**src/rtl/hbd_pkg.sv**
```systemverilog
package hbd_pkg;
  localparam int unsigned HBD_WIDTH_W   = 4;
  localparam int unsigned HBD_MODE_W    = 2;
  localparam int unsigned HBD_ADDR_W    = 8;
  localparam int unsigned HBD_DATA_W    = 8;
  localparam logic [7:0]  HBD_CFG_ADDR  = 8'h34;
  localparam int unsigned HBD_WIDTH_LSB = 4;
  localparam int unsigned HBD_MODE_LSB  = 0;
  localparam int unsigned HBD_WIDE_MODE_LIMIT = 2;

  typedef struct packed {
    logic [HBD_WIDTH_W-1:0] width;
    logic [HBD_MODE_W-1:0]  mode;
  } hbd_cfg_t;
endpackage

```
**src/rtl/hbd_rst_sync.sv**
```systemverilog
module hbd_rst_sync (
  input  logic clk_i,
  input  logic rst_ni,
  output logic rst_sync_no
);
  logic stage1_q, stage2_q;

  always_ff @(posedge clk_i or negedge rst_ni) begin
    if (!rst_ni) begin
      stage1_q <= 1'b0;
      stage2_q <= 1'b0;
    end else begin
      stage1_q <= 1'b1;
      stage2_q <= stage1_q;
    end
  end

  assign rst_sync_no = stage2_q;
endmodule

```
**src/rtl/hbd_cfg_regs.sv**
```systemverilog
module hbd_cfg_regs
  import hbd_pkg::*;
#(
  parameter int unsigned ADDR_W    = HBD_ADDR_W,
  parameter int unsigned DATA_W    = HBD_DATA_W,
  parameter logic [ADDR_W-1:0] CFG_ADDR = ADDR_W'(HBD_CFG_ADDR),
  parameter int unsigned WIDTH_LSB = HBD_WIDTH_LSB,
  parameter int unsigned MODE_LSB  = HBD_MODE_LSB
) (
  input  logic              clk_i,
  input  logic              rst_ni,
  input  logic              we_i,
  input  logic [ADDR_W-1:0] addr_i,
  input  logic [DATA_W-1:0] wdata_i,
  output hbd_cfg_t          cfg_o
);
  hbd_cfg_t cfg_q, cfg_d;
  logic     hit_en;

  assign hit_en = we_i && (addr_i == CFG_ADDR);

  always_comb begin
    cfg_d       = cfg_q;
    cfg_d.width = wdata_i[WIDTH_LSB +: HBD_WIDTH_W];
    cfg_d.mode  = wdata_i[MODE_LSB  +: HBD_MODE_W];
  end

  always_ff @(posedge clk_i or negedge rst_ni) begin
    if (!rst_ni) begin
      cfg_q <= '0;
    end else if (hit_en) begin
      cfg_q <= cfg_d;
    end
  end

  logic unused_wdata;
  assign unused_wdata = ^wdata_i;

  assign cfg_o = cfg_q;
endmodule

```
**src/rtl/hbd_div_core.sv**
```systemverilog
module hbd_div_core
  import hbd_pkg::*;
#(
  parameter int unsigned WIDTH_W = HBD_WIDTH_W,
  parameter int unsigned MODE_W  = HBD_MODE_W,
  parameter int unsigned WIDE_LIMIT = HBD_WIDE_MODE_LIMIT,
  localparam int unsigned MAX_HOLD = 2 * ((1 << WIDTH_W) - 1),
  localparam int unsigned CNT_W    = $clog2(MAX_HOLD)
) (
  input  logic               clk_i,
  input  logic               rst_ni,
  input  logic               blank_i,
  input  logic [WIDTH_W-1:0] cfg_width_i,
  input  logic [MODE_W-1:0]  cfg_mode_i,
  output logic               toggle_o,
  output logic               blank_q_o,
  output logic               wide_q_o,
  output logic [WIDTH_W-1:0] act_n_o,
  output logic [CNT_W-1:0]   cnt_q_o
);
  logic               blank_q;
  logic               wide_q, wide_d;
  logic [WIDTH_W-1:0] act_n_q, act_n_d;
  logic [CNT_W-1:0]   cnt_q, cnt_d;
  logic               start;
  logic               cfg_wide;
  logic [CNT_W-1:0]   term;
  logic               toggle;

  assign start    = blank_i && !blank_q;
  assign cfg_wide = (cfg_mode_i < MODE_W'(WIDE_LIMIT)) && (cfg_width_i != '0);

  always_comb begin
    wide_d  = start ? cfg_wide    : wide_q;
    act_n_d = start ? cfg_width_i : act_n_q;
    term    = CNT_W'({act_n_d, 1'b0}) - CNT_W'(1);
    toggle  = 1'b1;
    cnt_d   = '0;
    if (blank_i && wide_d && !start) begin
      if (cnt_q == term) begin
        toggle = 1'b1;
        cnt_d  = '0;
      end else begin
        toggle = 1'b0;
        cnt_d  = cnt_q + CNT_W'(1);
      end
    end
  end

  always_ff @(posedge clk_i or negedge rst_ni) begin
    if (!rst_ni) begin
      blank_q <= 1'b0;
      cnt_q   <= '0;
    end else begin
      blank_q <= blank_i;
      cnt_q   <= cnt_d;
    end
  end

  always_ff @(posedge clk_i or negedge rst_ni) begin
    if (!rst_ni) begin
      wide_q  <= 1'b0;
      act_n_q <= '0;
    end else if (start) begin
      wide_q  <= wide_d;
      act_n_q <= act_n_d;
    end
  end

  assign toggle_o  = toggle;
  assign blank_q_o = blank_q;
  assign wide_q_o  = wide_q;
  assign act_n_o   = act_n_q;
  assign cnt_q_o   = cnt_q;
endmodule

```
**src/rtl/hbd_phase_flop.sv**
```systemverilog
module hbd_phase_flop #(
  parameter logic RST_VAL = 1'b0
) (
  input  logic clk_i,
  input  logic rst_ni,
  input  logic en_i,
  output logic q_o
);
  logic q, d;

  assign d = ~q;

  always_ff @(posedge clk_i or negedge rst_ni) begin
    if (!rst_ni) begin
      q <= RST_VAL;
    end else if (en_i) begin
      q <= d;
    end
  end

  assign q_o = q;
endmodule

```
**src/rtl/hclk_blank_div.sv**
```systemverilog
module hclk_blank_div
  import hbd_pkg::*;
#(
  parameter int unsigned WIDTH_W = HBD_WIDTH_W,
  parameter int unsigned MODE_W  = HBD_MODE_W,
  parameter int unsigned ADDR_W  = HBD_ADDR_W,
  parameter int unsigned DATA_W  = HBD_DATA_W,
  localparam int unsigned CNT_W  = $clog2(2 * ((1 << WIDTH_W) - 1)),
  localparam int unsigned N_PH   = 2
) (
  input  logic              clk_i,
  input  logic              rst_ni,
  input  logic              blank_i,
  input  logic              cfg_we_i,
  input  logic [ADDR_W-1:0] cfg_addr_i,
  input  logic [DATA_W-1:0] cfg_wdata_i,
  output logic              hclk_a_o,
  output logic              hclk_b_o
);
  logic               rst_s;
  hbd_cfg_t           cfg;
  logic               toggle;
  logic               blank_q;
  logic               wide_q;
  logic [WIDTH_W-1:0] act_n;
  logic [CNT_W-1:0]   cnt_q;
  logic [N_PH-1:0]    ph;

  hbd_rst_sync u_rst_sync (
    .clk_i       (clk_i),
    .rst_ni      (rst_ni),
    .rst_sync_no (rst_s)
  );

  hbd_cfg_regs #(
    .ADDR_W (ADDR_W),
    .DATA_W (DATA_W)
  ) u_cfg (
    .clk_i   (clk_i),
    .rst_ni  (rst_s),
    .we_i    (cfg_we_i),
    .addr_i  (cfg_addr_i),
    .wdata_i (cfg_wdata_i),
    .cfg_o   (cfg)
  );

  hbd_div_core #(
    .WIDTH_W (WIDTH_W),
    .MODE_W  (MODE_W)
  ) u_core (
    .clk_i       (clk_i),
    .rst_ni      (rst_s),
    .blank_i     (blank_i),
    .cfg_width_i (cfg.width),
    .cfg_mode_i  (cfg.mode),
    .toggle_o    (toggle),
    .blank_q_o   (blank_q),
    .wide_q_o    (wide_q),
    .act_n_o     (act_n),
    .cnt_q_o     (cnt_q)
  );

  // Index 0 drives the H1/H3 line (reset high), index 1 the H2/H4 line (reset low)
  for (genvar g = 0; g < N_PH; g++) begin : g_phase
    hbd_phase_flop #(
      .RST_VAL ((g == 0) ? 1'b1 : 1'b0)
    ) u_ph (
      .clk_i  (clk_i),
      .rst_ni (rst_s),
      .en_i   (toggle),
      .q_o    (ph[g])
    );
  end

  assign hclk_a_o = ph[0];
  assign hclk_b_o = ph[1];
endmodule

```
**config.mk**
```make
export PLATFORM = sky130hd
export DESIGN_NAME = hclk_blank_div
export DESIGN_NICKNAME = d
export VERILOG_FILES = /design/src/rtl/hbd_pkg.sv /design/src/rtl/hbd_rst_sync.sv /design/src/rtl/hbd_cfg_regs.sv /design/src/rtl/hbd_div_core.sv /design/src/rtl/hbd_phase_flop.sv /design/src/rtl/hclk_blank_div.sv
export SDC_FILE = /design/constraint.sdc
export NUM_CORES = 1
export LEC_CHECK = 0
export ABC_AREA = 1
export BUFFER_PORTS_ARGS = -buffer_cell sky130_fd_sc_hd__buf_4
export CAP_MARGIN = 20
export CORE_MARGIN = 2
export CORE_UTILIZATION = 50
export CTS_BUF_LIST = sky130_fd_sc_hd__clkbuf_4 sky130_fd_sc_hd__clkbuf_8
export DETAILED_ROUTE_END_ITERATION = 8
export HOLD_SLACK_MARGIN = 0.06
export PLACE_DENSITY = 0.77
export SKIP_LAST_GASP = 1
export SLEW_MARGIN = 10
export SYNTH_ARGS = -nofsm -noshare
export SYNTH_HDL_FRONTEND = slang
export SYNTH_SLANG_ARGS = --single-unit
```
**constraint.sdc**
```tcl
create_clock -name clk_i -period 0.8 [get_ports clk_i]
set_input_delay 0.04 -clock clk_i [delete_from_list [all_inputs] [get_ports clk_i]]
set_output_delay 0.04 -clock clk_i [all_outputs]
set_load 0.02 [all_outputs]
```
======== Yosys cells after proc, flatten, opt, wreduce, memory -nomap -nowiden ========
Index checks and enable logic that the tools add are counted.
Widths: inputs -> output; s select.
cells by class
  reductions and logical operators ........ 8
  eq/ne operators ......................... 2
  multiplexer cells ....................... 6
  $add $sub $neg .......................... 2
  bitwise gates (word level) .............. 2
  $lt $le $gt $ge ......................... 1
operators by type and width
  cell                 number
  $mux 5               2
  $eq 8x6->1 const B   1
  $add 5x1->5 const B  1
  $eq 5x5->1           1
  $logic_and 1x1->1    5
  $sub 5x1->5 const B  1
  $mux 4               1
  $reduce_bool 4->1    1
  $mux 1               3
  $logic_not 1->1      2
  $lt 2x2->1 const B   1
  $not 1->1            2
storage, ports and cells
  logic and storage cells ................. 31
  output and inout bits ................... 2
  flip-flop bits (word level) ............. 21
  input bits .............................. 20

======== Longest topological paths before layout ========
  depth after elaboration ................. 7
  gate-level depth with buffers ........... 13
  mapped depth without buffers ............ 13

======== Hierarchy ========
Synthesis repeated with hierarchy kept, for this count alone.
unflattened totals
  cell total of the unflattened synthesis .. 133
  area total of the unflattened synthesis .. 1,092.3 um2
modules (own cells, without submodules)
  module                            times used  area each (um2)  sequential area each (um2)  cells an instance
  hbd_div_core                      1           669.4            275.3                       85
  hbd_cfg_regs                      1           280.3            150.1                       33
  hbd_rst_sync                      1           53.8             50.0                        3
  hbd_phase_flop (g_phase[0].u_ph)  1           45.0             26.3                        6
  hbd_phase_flop (g_phase[1].u_ph)  1           43.8             25.0                        6

======== Least setup slack after synthesis ========
OpenSTA, ideal clock, no wires.
  path type ............................... register to register
  start ................................... register u_core.blank_q (netlist: u_core.blank_q_o)
  end ..................................... register g_phase[1].u_ph.q
  stages on the path, launching flop included .. 11
  clock period less this slack ............ 1.330 ns
  data required time ...................... 0.683 ns
  library setup time ...................... 0.117 ns
  arrival time ............................ 1.213 ns
  setup slack ............................. -0.530 ns
  path buffers ............................ 0
  path through ............................ dfrtp_1 inv_2 nand3_1 nand2_2 nand2_1 a21oi_1 nor2_2 nand3_2 nand2_4 nand2_1 nand2_1
on the way
  longest elaborated chain between the ends .. 7
  elaborated cells between the ends (all ways) .. 11
  those cells by class .................... 1 x add/sub; 1 x eq/ne; 4 x mux; 5 x reduce/logical
RTL lines
  element                   line                  text
  start: declaration        hbd_div_core.sv:21    logic blank_q;
  start signal: assignment  hbd_div_core.sv:55    blank_q <= blank_i;
  $logic_not 1->1 *         hbd_div_core.sv:30    assign start = blank_i && !blank_q;
  $logic_and 1x1->1 *       hbd_div_core.sv:30
  $mux 4                    hbd_div_core.sv:35    act_n_d = start ? cfg_width_i : act_n_q;
  $sub 5x1->5               hbd_div_core.sv:36    term = CNT_W'({act_n_d, 1'b0}) - CNT_W'(1);
  $eq 5x5->1                hbd_div_core.sv:40    if (cnt_q == term) begin
  $mux 1                    hbd_div_core.sv:40
  $mux 1 *                  hbd_div_core.sv:39    if (blank_i && wide_d && !start) begin
  end signal: assignment    hbd_phase_flop.sv:15  q <= RST_VAL;
  end signal: assignment    hbd_phase_flop.sv:17  q <= d;
  end: declaration          hbd_phase_flop.sv:9   logic q, d;
Every way passes the cells marked *; elsewhere a longest branch is shown, timed or not.
A chain may end at the register's enable or synchronous reset.

======== Worst setup path in the final report ========
  start ................................... register u_core.blank_q (netlist: u_core.blank_q_o)
  end ..................................... register g_phase[0].u_ph.q
on the way
  longest elaborated chain between the ends .. 7
  elaborated cells between the ends (all ways) .. 11
  those cells by class .................... 1 x add/sub; 1 x eq/ne; 4 x mux; 5 x reduce/logical
RTL lines
  element                 line
  $logic_not 1->1 *       hbd_div_core.sv:30
  $logic_and 1x1->1 *     hbd_div_core.sv:30
  $mux 4                  hbd_div_core.sv:35
  $sub 5x1->5             hbd_div_core.sv:36
  $eq 5x5->1              hbd_div_core.sv:40
  $mux 1                  hbd_div_core.sv:40
  $mux 1 *                hbd_div_core.sv:39
  end signal: assignment  hbd_phase_flop.sv:15
  end signal: assignment  hbd_phase_flop.sv:17
  end: declaration        hbd_phase_flop.sv:9
Marks and branches as above.

==> out/qor.txt <==
Period utilization: 2.19
Worst path required time: 1.05 ns
Final setup fails: 19
Iteration-0 DRC Markers: 31
Slew Limit Fails: 0
Htree depth: 1
Clock skew: 0.00788 ns
Syn Area/Cell: 8.88 um^2
Gp weighted congestion: 0.759
Setup crit end kind: flip-flop
Max Fclk: 570 MHz
Router iterations before antenna repair: 5
Origin of the worst min-delay path: blank_i
Die height: 48.8 um
Grt ovf: 0
Placed Instances: 168
Critical path arrival: 2.01 ns
Reg2reg end: g_phase[0].u_ph.q_o$_DFFE_PN1P_
Hold worst-path end: u_core.act_n_o[1]$_DFFE_PN0P_
Final hold vios: 0
Layout area overhead: 59.9%
Final cell area excluding filler cells: 0.00160 mm^2
Post-route ant nets: 0
WL per Instance: 20.0 um
Antenna diode count: 0
Row count: 16
Failing checks: setup timing
Worst setup margin: -0.954 ns
Critical path class: flip-flop to flip-flop
Synth area leader: dfrtp_1
Initial antenna violation count: 0
Synth top area share: 0.474
Reg area: 502 um^2
CORE AREA: 0.00192 mm^2
Initial core utilization: 0.522
Seq/Total Area, Yosys: 0.500
Layout cells sized above 1: 0.509
Worst Path Max Fanout: 6
Tot GR Track Use: 0.270
Pint: 2.06 mW
CTS tree: yes
Cts bufs inserted: 3
Ys Warns: 0
Tmin final: 1.75 ns
RSZ-0062 raised after global routing: true
Nets: 181
Total Power: 2.93 mW
Comb power frac: 0.305
Syn_nets: 134
NetSw: 0.874 mW
Dpl hpwl: 1.49 mm
Drt drc: 0
Crit Reg-Reg Startpoint: u_core.blank_q_o$_DFF_PN0_
First-pass GRT wire length: 4.85 mm
Die area: 0.00238 mm^2
Reg2reg path depth: 12
Root Driver: clkbuf_4
Post-route insts no fill: 186
Sequential power share: 0.414
Ports: 22
Max cap viols: 0
Worst-path clk slew: 0.12 ns
Cell variety after synth: 24
Synthesized cell area: 0.00100 mm^2
Maximum buffer depth of the clock tree: 2
Total wire length: 3.72 mm
R2r setup slk: -0.95 ns
Fill cells: 98
Crit. Startpoint: u_core.blank_q_o$_DFF_PN0_
Register bit total from synthesis: 20
Largest net degree at the start of global routing: 19
Clk sink count: 20
VDD IR-drop max: 1450 uV
Leak pwr: 0.819 nW
Cell Area, Placed: 0.00126 mm^2
Synth area leaders: dfrtp_1 47%, nand2_1 9.7%, nand3_1 7.5%
Worst-Skew Late Latency: 0.30 ns
Via count: 1091
Pwr Density: 1830 mW/mm^2
WHS Path Cells: 3
Run status: finished with violations
Critical Path Start Type: flip-flop
Net Sw Frac: 0.298
Clock power frac: 0.281
DIE WIDTH: 48.8 um
Vias in the first global route: 1026
Port Buf Inserts: 18
Multi-input gate area: 571 um^2
Worst min path class: primary input to flip-flop
Drt via density: 5.87
Core Util, Final: 0.835
Syn Inst Count: 113
[critical path, cell delays in order, from the launching register on]
cell	delay (ns)
dfrtp_1	0.43
clkinv_4	0.11
buf_4	0.14
nand3_2	0.10
nand2_2	0.12
nand2_2	0.08
nand3_2	0.08
nand2_1	0.06
nor2_2	0.14
nand3_2	0.15
nand2_4	0.15
nand2_2	0.07
nand2_2	0.08
[power groups by stage]
| stage | logic [mW] | registers (mW) | clock network, mW |
|---|---|---|---|
| after global routing | 0.932 | 1.22 | 0.886 |
| after CTS | 0.692 | 1.19 | 0.824 |
| final | 0.894 | 1.21 | 0.824 |
| after floorplan | 0.224 | 1.28 | 0 |
| after global placement | 0.497 | 1.21 | 0 |
| after detailed placement | 0.510 | 1.21 | 0 |
[metrics by stage]
| stage | setup WS [ns] | TNS, ns | hold slack (ns) |
|---|---|---|---|
| after global placement | -0.607 | -5.32 | -0.178 |
| after detailed placement | -0.653 | -5.76 | -0.176 |
| after CTS | -0.659 | -5.27 | 0.0995 |
| final | -0.954 | -7.56 | 0.149 |
| after floorplan | -0.514 | -3.54 | -0.256 |
| after global routing | -1.06 | -8.50 | 0.136 |
[registers in the layout (all words and copies together) (netlist names)]
name	flops
u_cfg.cfg_o	5
u_core.cnt_q_o	5
u_core.act_n_o	4
g_phase.u_ph.q_o	2
u_core.blank_q_o	1
u_core.wide_q_o	1
u_rst_sync.rst_sync_no	1
u_rst_sync.stage1_q	1
[synth_stat cells, drive strengths merged]
cell type and number:
nor3b 1, o31ai 1, a21oi 1, conb 1, nor4 1, ha 1, nand3 17, dfrtp 19
nand4 1, xnor2 1, nor2 10, nand3b 1, buf 1, dfstp 1, inv 16, mux2 5
xor2 2, nand2 33
[final cells by class]
| class | instances | area share |
|---|---|---|
| sequential | 20 | 0.313 |
| multi-input combinational | 76 | 0.356 |
| clock buffer | 3 | 0.0140 |
| tap | 27 | 0.0211 |
| inverter | 16 | 0.0406 |
| timing repair buffer | 43 | 0.237 |
| clock inverter | 1 | 0.0187 |
[layout by cell type (no fill, tap or decap), types with 2 or more instances in the layout]
master	n
dfrtp_1	19
buf_6	8
nand3_2	6
clkbuf_4	3
nand2_1	13
buf_4	26
dlygate4sd3_1	8
nor2_1	6
mux2_4	5
inv_1	14
xor2_1	2
nand3_1	11
nand2_2	14
nand2_4	5
nor2_2	4
[what timing repair did]
| item | CTS | global route |
|---|---|---|
| pin swaps | 7 | 12 |
| cloned | 0 | 0 |
| endpoints found under the setup margin | 18 | 19 |
| endpoints found under the hold margin | 8 | 0 |
| hold buffers | 8 | 0 |
| buffers inserted | 2 | 5 |
| resized for setup | 15 | 29 |
[worst max-delay path by stage]
stage / cells past startpoint / endpoint / slack (ns)
2_1_floorplan: 10 / u_core.cnt_q_o[2]$_DFF_PN0_ / -0.51
3_3_place_gp: 11 / g_phase[0].u_ph.q_o$_DFFE_PN1P_ / -0.61
3_5_place_dp: 11 / g_phase[1].u_ph.q_o$_DFFE_PN0P_ / -0.65
4_1_cts: 11 / g_phase[0].u_ph.q_o$_DFFE_PN1P_ / -0.66
5_1_grt: 12 / g_phase[1].u_ph.q_o$_DFFE_PN0P_ / -1.06
6_report: 12 / g_phase[0].u_ph.q_o$_DFFE_PN1P_ / -0.95
[kinds of logic after synthesis]
kind of cell,share of synthesized area
and+or+nand+nor,0.322
DFF,0.500
buffers and inverters,0.0673
muxes,0.0561
xor gates and xnor gates,0.0262
AOI/OAI and AO/OA,0.0125
adders and majority gates,0.0125
other,0.00374
[metal layers]
metal | global-route usage | wire length [um] | vias up | share of wire
li1 | - | - | 450 | -
met1 | 0.347 | 1280 | 519 | 0.34
met2 | 0.473 | 1820 | 92 | 0.49
met3 | 0.0337 | 363 | 30 | 0.098
met4 | 0.0905 | 250 | 0 | 0.067
met5 | 0 | 0 | - | 0
No activity file was read; power rests on OpenSTA's default activity.
